<file path="config.mk">
export PLATFORM = sky130hd
export DESIGN_NAME = pwr_wdog_ctrl
export DESIGN_NICKNAME = d
export VERILOG_FILES = /design/src/rtl/pwr_wdog_pkg.sv /design/src/rtl/rst_qual.sv /design/src/rtl/mode_fsm.sv /design/src/rtl/wdog_cnt.sv /design/src/rtl/pwr_wdog_ctrl.sv
export SDC_FILE = /design/constraint.sdc
export NUM_CORES = 1
export LEC_CHECK = 0
export BUFFER_PORTS_ARGS = -buffer_cell sky130_fd_sc_hd__buf_2
export CAP_MARGIN = 10
export CELL_PAD_IN_SITES_DETAIL_PLACEMENT = 1
export CELL_PAD_IN_SITES_GLOBAL_PLACEMENT = 2
export CORE_AREA = 2 2 81 52
export CTS_CLUSTER_SIZE = 14
export DETAILED_ROUTE_END_ITERATION = 7
export DIE_AREA = 0 0 83 54
export PLACE_DENSITY = 0.84
export SKIP_LAST_GASP = 1
export SLEW_MARGIN = 20
export SYNTH_ARGS = -nofsm -noshare
export SYNTH_HDL_FRONTEND = slang
export SYNTH_SLANG_ARGS = --single-unit
export TNS_END_PERCENT = 50
</file>
<file path="constraint.sdc">
create_clock -name clk -period 3.9 [get_ports clk]
set_input_delay 0.39 -clock clk [delete_from_list [all_inputs] [get_ports clk]]
set_output_delay 0.39 -clock clk [all_outputs]
set_load 0.01 [all_outputs]
</file>
<file path="src/rtl/pwr_wdog_pkg.sv">
package pwr_wdog_pkg;

    typedef enum logic [1:0] {
        M_RUN   = 2'd0,
        M_IDLE  = 2'd1,
        M_PDOWN = 2'd2,
        M_WAKE  = 2'd3
    } pmode_e;

    typedef struct packed {
        logic cpu_clk_en;
        logic osc_run;
    } pwr_en_t;

    // A pin wakes power-down when it is low and was enabled at entry.
    function automatic logic wake_hit(input logic [7:0] pins_n, input logic [7:0] en_lat);
        return |(~pins_n & en_lat);
    endfunction

endpackage

</file>
<file path="src/rtl/rst_qual.sv">
module rst_qual #(
    parameter int QUAL = 2
) (
    input  logic clk,
    input  logic rst,
    input  logic pin_i,
    input  logic stable_i,
    output logic qual_o
);
    localparam int CW = $clog2(QUAL + 1);
    localparam logic [CW-1:0] QMAX = CW'(QUAL);

    logic [CW-1:0] run_q;
    logic          live;

    assign live = pin_i && stable_i;

    always_ff @(posedge clk) begin
        if (rst || !live)
            run_q <= '0;
        else if (run_q != QMAX)
            run_q <= run_q + 1'b1;
    end

    assign qual_o = (run_q == QMAX) && live;

    p_qual_hist_r1: assert property (@(posedge clk) disable iff (rst)
        qual_o |-> $past(pin_i && stable_i));
    p_drop_r2: assert property (@(posedge clk) disable iff (rst)
        !pin_i |-> !qual_o);

endmodule

</file>
<file path="src/rtl/mode_fsm.sv">
module mode_fsm
    import pwr_wdog_pkg::*;
#(
    parameter int NINT = 2
) (
    input  logic            clk,
    input  logic            rst,
    input  logic            rst_pin_i,
    input  logic            osc_stable_i,
    input  logic            req_idle_i,
    input  logic            req_pdown_i,
    input  logic            irq_pend_i,
    input  logic [NINT-1:0] xint_en_i,
    input  logic [NINT-1:0] xint_n_i,
    output pmode_e          mode_o,
    output pwr_en_t         en_o,
    output logic            wd_hold_o
);
    pmode_e          mode_q;
    logic [NINT-1:0] en_lat_q;
    logic [NINT-1:0] wake_mask_q;
    logic            hold_q;
    logic            hit;
    logic            released;

    assign hit      = wake_hit(8'(xint_n_i) | ~8'((1 << NINT) - 1), 8'(en_lat_q));
    assign released = ((xint_n_i & wake_mask_q) == wake_mask_q);

    always_ff @(posedge clk) begin
        if (rst) begin
            mode_q      <= M_RUN;
            en_lat_q    <= '0;
            wake_mask_q <= '0;
        end else begin
            unique case (mode_q)
                M_RUN: begin
                    if (req_pdown_i) begin
                        mode_q   <= M_PDOWN;
                        en_lat_q <= xint_en_i;
                    end else if (req_idle_i) begin
                        mode_q <= M_IDLE;
                    end
                end
                M_IDLE:  if (irq_pend_i) mode_q <= M_RUN;
                M_PDOWN: begin
                    if (hit) begin
                        mode_q      <= M_WAKE;
                        wake_mask_q <= ~xint_n_i & en_lat_q;
                    end
                end
                M_WAKE:  if (osc_stable_i) mode_q <= M_RUN;
                default: mode_q <= M_RUN;
            endcase
        end
    end

    always_ff @(posedge clk) begin
        if (rst)
            hold_q <= 1'b0;
        else if (mode_q == M_PDOWN && hit)
            hold_q <= 1'b1;
        else if (released)
            hold_q <= 1'b0;
    end

    assign mode_o        = mode_q;
    assign wd_hold_o     = hold_q;
    assign en_o.cpu_clk_en = (mode_q == M_RUN);
    assign en_o.osc_run    = (mode_q != M_PDOWN) || rst_pin_i;

    p_pd_prio_r9: assert property (@(posedge clk) disable iff (rst)
        (mode_q == M_RUN && req_pdown_i && req_idle_i) |=> (mode_q == M_PDOWN));
    p_wake_gate_r5: assert property (@(posedge clk) disable iff (rst)
        (mode_q == M_WAKE && !osc_stable_i) |=> !en_o.cpu_clk_en);
    p_pd_stay_r4: assert property (@(posedge clk) disable iff (rst)
        (mode_q == M_PDOWN && (xint_n_i | ~en_lat_q) == '1) |=> (mode_q == M_PDOWN));
    p_idle_run_r7: assert property (@(posedge clk) disable iff (rst)
        (mode_q == M_IDLE && irq_pend_i) |=> en_o.cpu_clk_en);

endmodule

</file>
<file path="src/rtl/wdog_cnt.sv">
module wdog_cnt #(
    parameter int WD_BITS  = 14,
    parameter int WD_PULSE = 4
) (
    input  logic clk,
    input  logic rst,
    input  logic clr_i,
    input  logic kick_i,
    input  logic run_i,
    output logic fire_o
);
    localparam int PW = $clog2(WD_PULSE + 1);
    localparam logic [PW-1:0] PLOAD = PW'(WD_PULSE);

    logic [WD_BITS-1:0] cnt_q;
    logic [PW-1:0]      pls_q;

    always_ff @(posedge clk) begin
        if (rst) begin
            cnt_q <= '0;
            pls_q <= '0;
        end else if (pls_q != '0) begin
            pls_q <= pls_q - 1'b1;
            cnt_q <= '0;
        end else if (clr_i || kick_i) begin
            cnt_q <= '0;
        end else if (run_i) begin
            if (cnt_q == '1) begin
                cnt_q <= '0;
                pls_q <= PLOAD;
            end else begin
                cnt_q <= cnt_q + 1'b1;
            end
        end
    end

    assign fire_o = (pls_q != '0);

    p_frozen_r6: assert property (@(posedge clk) disable iff (rst)
        (!run_i && !kick_i && !clr_i && !fire_o) |=> (cnt_q == $past(cnt_q)));
    p_overflow_r10: assert property (@(posedge clk) disable iff (rst)
        (run_i && !kick_i && !clr_i && !fire_o && cnt_q == '1) |=> fire_o);
    p_kick_r10: assert property (@(posedge clk) disable iff (rst)
        kick_i |=> (cnt_q == '0));

endmodule

</file>
<file path="src/rtl/pwr_wdog_ctrl.sv">
module pwr_wdog_ctrl
    import pwr_wdog_pkg::*;
#(
    parameter int WD_BITS  = 14,
    parameter int WD_PULSE = 4,
    parameter int RST_QUAL = 2,
    parameter int NINT     = 2
) (
    input  logic            clk,
    input  logic            rst,
    input  logic            rst_pin_i,
    input  logic            osc_stable_i,
    input  logic            req_idle_i,
    input  logic            req_pdown_i,
    input  logic            wd_idle_freeze_i,
    input  logic            wd_kick_i,
    input  logic            irq_pend_i,
    input  logic [NINT-1:0] xint_en_i,
    input  logic [NINT-1:0] xint_n_i,
    output logic            cpu_clk_en_o,
    output logic            osc_run_o,
    output logic            core_rst_o,
    output logic            wd_rst_o
);
    logic    pin_rst;
    logic    wd_fire;
    logic    any_rst;
    logic    wd_hold;
    logic    wd_run;
    pmode_e  mode;
    pwr_en_t en;

    rst_qual #(.QUAL(RST_QUAL)) u_qual (
        .clk      (clk),
        .rst      (rst),
        .pin_i    (rst_pin_i),
        .stable_i (osc_stable_i),
        .qual_o   (pin_rst)
    );

    assign any_rst = rst || pin_rst || wd_fire;

    mode_fsm #(.NINT(NINT)) u_fsm (
        .clk          (clk),
        .rst          (any_rst),
        .rst_pin_i    (rst_pin_i),
        .osc_stable_i (osc_stable_i),
        .req_idle_i   (req_idle_i),
        .req_pdown_i  (req_pdown_i),
        .irq_pend_i   (irq_pend_i),
        .xint_en_i    (xint_en_i),
        .xint_n_i     (xint_n_i),
        .mode_o       (mode),
        .en_o         (en),
        .wd_hold_o    (wd_hold)
    );

    assign wd_run = (mode != M_PDOWN) && !wd_hold &&
                    !(mode == M_IDLE && wd_idle_freeze_i);

    wdog_cnt #(.WD_BITS(WD_BITS), .WD_PULSE(WD_PULSE)) u_wd (
        .clk    (clk),
        .rst    (rst),
        .clr_i  (pin_rst),
        .kick_i (wd_kick_i),
        .run_i  (wd_run),
        .fire_o (wd_fire)
    );

    assign cpu_clk_en_o = en.cpu_clk_en;
    assign osc_run_o    = en.osc_run;
    assign core_rst_o   = any_rst;
    assign wd_rst_o     = wd_fire;

    p_pd_quiet_r3: assert property (@(posedge clk) disable iff (any_rst)
        (mode == M_PDOWN && $past(mode == M_PDOWN)) |-> (!wd_rst_o && !cpu_clk_en_o));
    p_fire_rst_r10: assert property (@(posedge clk) disable iff (rst)
        wd_rst_o |-> core_rst_o);

endmodule

</file>
# After elaboration in Yosys (flattened, before gate mapping)
# Cells that the tools add are included.
# totals
word_cells	66
mem_count	0
mem_bits_ro	0
ff_bits	26
out_inout_bits	4
ramBits	0
latch_bits	0
inputBits	13
# classes
n_addsub	3
div	0
shifts	0
bitwise_logic	5
n_mux	13
n_eq_ne	13
reduce_logical	25
n_mul	0
magnitude_cmp	0
# op_table
op	count
$add A14 B1 Y14 const B	1
$eq A14 B14 Y1 const B	1
$mux W14	1
$mux W3	4
$mux W2	5
$ne A2 B2 Y1 const B	5
$and A8 B2 Y8	1
$not A8 Y8	1
$pmux W2 S4	1
$reduce_or A8 Y1	1
$eq A2 B2 Y1 const B	3
$logic_and A1 B1 Y1	6
$reduce_bool A2 Y1	3
$logic_or A1 B1 Y1	5
$and A2 B2 Y2	2
$reduce_and A2 Y1	2
$reduce_and A4 Y1	1
$logic_not A1 Y1	3
$ne A3 B3 Y1 const B	1
$reduce_and A3 Y1	1
$reduce_bool A3 Y1	1
$reduce_or A3 Y1	1
$sub A3 B1 Y3 const B	1
$add A2 B1 Y2 const B	1
other kinds (6)	7

# Longest topological paths before layout
# depth
depth_word	7
ltp_mapped	8
depth_no_buf	6

# Hierarchy
# From an unflattened synthesis, not the netlist that was laid out.
# unflattened
cells_unflattened	136
hier_area_um2	1216.2
# modules_own_cells
mod	seq_area_each_um2	cells_each	area_per_inst_um2	n_inst
wdog_cnt	340.3	83	738.2	1
mode_fsm	140.1	38	342.8	1
rst_qual	40.0	11	103.8	1
pwr_wdog_ctrl	0.0	4	31.3	1

# Worst setup path before layout
# Ideal clock, no wire load.
# synth_path
path_type	flip-flop to flip-flop
from	register u_wd.pls_q[0]
to	register u_wd.cnt_q[3]
synth_period_minus_slack_ps	1916
setup_ps	91
slack_ps	1984
path_stages_with_launch	7
arrival_time_ps	1826
t_required_ps	3809
path_buffers	2
path_cell_list	dfxtp_1 or3_4 or3_1 buf_2 or2_2 buf_6 a311oi_1
# synth_between
elab_chain_len	2
# synth_lines
element	line	text
start, declared	wdog_cnt.sv:16	logic [PW-1:0] pls_q;
start signal, assigned	wdog_cnt.sv:23	pls_q <= pls_q - 1'b1;
$reduce_bool A3 Y1	n/a	
named net wd_rst_o	pwr_wdog_ctrl.sv:23	output logic wd_rst_o
$reduce_or A3 Y1 (no line)	n/a	
end signal, assigned	wdog_cnt.sv:32	cnt_q <= cnt_q + 1'b1;
end, declared	wdog_cnt.sv:15	logic [WD_BITS-1:0] cnt_q;
# The timed path passes the listed nets, and every way through them passes these cells.
# A chain may end at the register's enable or synchronous reset.

# Final worst setup path
# layout_path
from	register u_qual.run_q[0]
to	output port core_rst_o
# layout_between
elab_chain_len	4
# layout_lines
element	line	text
start, declared	rst_qual.sv:13	logic [CW-1:0] run_q;
start signal, assigned	rst_qual.sv:22	run_q <= run_q + 1'b1;
$eq A2 B2 Y1	rst_qual.sv:25	assign qual_o = (run_q == QMAX) && live;
$logic_and A1 B1 Y1	rst_qual.sv:25	
$logic_or A1 B1 Y1 (2 in a row)	pwr_wdog_ctrl.sv:41	assign any_rst = rst || pin_rst || wd_fire;
end, declared	pwr_wdog_ctrl.sv:22	output logic core_rst_o,
# Every way passes these cells.

==> flow_metrics.py <==
metrics = {
    "timing": {
        "setup_viol": 0,
        "worstMarginPinSlew_ns": 0.567,
        "finClkSkew_ns": 0.00200,
        "hold_violations": 0,
        "timing.fmax_ghz": 0.467,
        "post-route-period-util_pct": 54.9,
        "fin_tns_setup_ns": 0,
        "rsz0062_at_grt": "false",
        "relSlewSlack_pct": 61.8,
        "finalMaxSlewViolations": 0,
        "fin_crit_ns": 2.14,
    },
    "final_layout": {
        "fin_util_pct": 37.3,
        "stdcell_count": 218,
        "nFillCells": 467,
        "drive_above_1_share_pct": 14.9,
        "area_delta_synth_final_pct": 11.1,
        "diodes": 0,
        "fin_nets": 185,
    },
    "worst_setup_path": {
        "end_kind": "output port",
        "required_ns": 3.51,
        "cp.arrival_ns": 1.75,
        "slowest_delay_ns": 0.45,
        "crit_chain": "inv_1 -> ha_1 -> and3_1 -> or3_1 -> buf_2",
        "cp_max_fo": 9,
        "crit_type": "register to output port",
        "cp_slowest_cell": "or3_1",
        "cp-start-kind": "register",
    },
    "synthesis": {
        "syn-mean-instance-area_um2": 8.34,
        "syn_nets": 170,
        "ys_ff_latch": 26,
        "syn-cell-area_um2": 1290,
        "synthArstFlopShare_pct": 0,
        "yosysSeqAreaShare_pct": 40.3,
        "synth_warnings": 0,
        "synth_area_leaders": "dfxtp_1 40%, a21oi_1 6.6%, nand2_1 5.5%",
        "synthCells": 155,
        "yosys.area.top_type": "dfxtp_1",
        "ys_types": 42,
        "synth_edf_count": 0,
        "synth_most_common_cell": "dfxtp_1",
        "synth_ff_type": "dfxtp_1",
        "yosysTopAreaCellShare_pct": 40.3,
        "synth.top_cells.by_count": "26 x dfxtp_1, 19 x nand2_1, 17 x a21oi_1",
    },
    "pwr": {
        "pwr_density_cell_nw_per_um2": 342,
        "clockPowerShare_pct": 31.6,
        "p_seq_share_pct": 57.0,
        "p_leak_nw": 0.475,
        "pwr-share-comb_pct": 11.4,
        "swShare_pct": 26.2,
        "power_switching_w": 0.000129,
        "p_int_w": 0.000363,
        "ir_worst_vdd_uv": 170,
    },
    "detailed_routing": {
        "vias": 1217,
        "ant_nets": 0,
        "drc": 0,
        "via_per_inst": 5.58,
        "drt-total-wl_mm": 3.34,
        "drt_iter0_markers": 66,
        "wl_per_cell_um": 15.3,
        "drt_pass1_iterations": 4,
    },
    "clock_tree": {
        "numCtsBuffers": 3,
        "clk_pin_slew_ns": 0.09,
        "hold_buffers": 0,
        "cts_tree": "built",
        "ctsRootBufferMaster": "clkbuf_8",
        "clock_sinks": 26,
        "cts_setup_buffers": 0,
        "cts_resized": 0,
        "cts_max_path_buffers": 2,
        "clock_latency_ns": 0.27,
        "htreeDepth": 1,
    },
    "die": {
        "rows": 18,
        "coreArea_um2": 3850,
        "dieWidth_um": 83,
        "dieArea_um2": 4480,
        "io_pins": 17,
        "fp.dieH_um": 54,
        "start_util_pct": 33.6,
    },
    "placement": {
        "port-buffer-count": 16,
        "dpl.hpwl_mm": 2.60,
        "placed_cells": 215,
        "gp_congestion": 0.809,
    },
    "global_route": {
        "grt_pass1_vias": 1092,
        "antenna_found_initial": 0,
        "grt_start_max_net_pins": 14,
        "grt_remaining_overflow": 0,
        "grt_pass1_wl_mm": 5.25,
        "grt.total_usage_pct": 15.5,
    },
    "outcome": {
        "status": "finished, final reports clean",
    },
    "run": {
        "max_cap_violations": 0,
    },
    "worst_hold_path": {
        "min-delay-path-class": "primary input to register",
    },
}
path summary, 6_finish.rpt:
check	end	slack (ns)	cells past startpoint	start
min reg2reg	u_fsm.wake_mask_q[1]	0.48	2	u_fsm.wake_mask_q[1]
max	core_rst_o	1.76	5	u_qual.run_q[0]
max reg2reg	u_wd.cnt_q[3]	1.85	6	u_qual.run_q[0]
min	u_wd.pls_q[1]	0.35	2	rst
critical path: cells and delay by family, from the launching register on:
family | cells | cell delay (ns)
buffers and inverters | 2 | 0.25
AND/OR/NAND/NOR | 2 | 0.62
adder cells (fa/ha/maj) | 1 | 0.23
flip-flops | 1 | 0.36
flip-flops by register name, indices dropped and copies added (netlist names):
name	count
u_wd.cnt_q	14
u_qual.run_q	2
u_fsm.wd_hold_o	1
u_fsm.en_lat_q	2
u_fsm.wake_mask_q	2
u_wd.pls_q	3
u_fsm.mode_o	2
through the flow:
| stage | hold WS (ns) | instance area (um^2) | setup slack (ns) | total power [W] |
|---|---|---|---|---|
| finish | 0.354 | 1440 | 1.76 | 0.000492 |
| floorplan | 0.435 | 1290 | 1.98 | 0.000323 |
| global route | 0.355 | 1440 | 1.64 | 0.000512 |
| global placement | 0.447 | 1400 | 1.90 | 0.000339 |
| detailed placement | 0.467 | 1400 | 1.86 | 0.000343 |
| CTS | 0.353 | 1440 | 1.73 | 0.000496 |
power by group through the flow:
stage | Clock (W) | Sequential [W] | Combinational [W]
after global placement | 0 | 0.000286 | 0.0000533
after global routing | 0.000168 | 0.000282 | 0.0000630
after CTS | 0.000159 | 0.000280 | 0.0000564
after floorplan | 0 | 0.000284 | 0.0000387
final | 0.000155 | 0.000281 | 0.0000559
after detailed placement | 0 | 0.000287 | 0.0000562
cell type report:
class                   instances  area (um^2)  area share [%]
repair buffers                 16         80.1            5.57
clock buffers                   3         41.3            2.87
inverters                       7         26.3            1.83
well taps                      50         62.6            4.36
flip-flops and latches         26          520            36.2
multi-input cells             116          706            49.1
cell families (layout without fill, tap and decap cells):
| logic type | count (synthesis) | count (layout) | share of synthesized area (%) |
|---|---|---|---|
| AND/OR/NAND/NOR | 74 | 74 | 32.9 |
| AO/OA/AOI/OAI | 37 | 37 | 17.6 |
| flip-flops | 26 | 26 | 40.3 |
| buffers and inverters | 13 | 26 | 5.13 |
| adder cells (fa/ha/maj) | 2 | 2 | 1.94 |
| XOR/XNOR | 2 | 2 | 1.36 |
| multiplexers | 1 | 1 | 0.774 |
metal layers:
layer  up-vias  wire, um  track usage, %
met5         -         0               0
met4         0        29            4.10
met3         5        93            4.29
met2         9      1400            23.4
met1       590      1810            21.8
li1        613         -               -
layout by cell type, fill, tap and decap left out, types with 3 or more instances in the layout:
cell / netlist / routed
buf_2: 2 / 16
or3_1: 4 / 4
nor4_1: 4 / 4
inv_1: 7 / 7
o31ai_1: 4 / 4
clkbuf_8: 0 / 3
nand3b_1: 3 / 3
a21oi_1: 17 / 17
nand4_1: 4 / 4
nor3_1: 3 / 3
or4_1: 6 / 6
dfxtp_1: 26 / 26
nand3_1: 8 / 8
o21ai_0: 4 / 4
nor2_1: 8 / 8
nand2_1: 19 / 19
(Power assumes the default switching activity.)
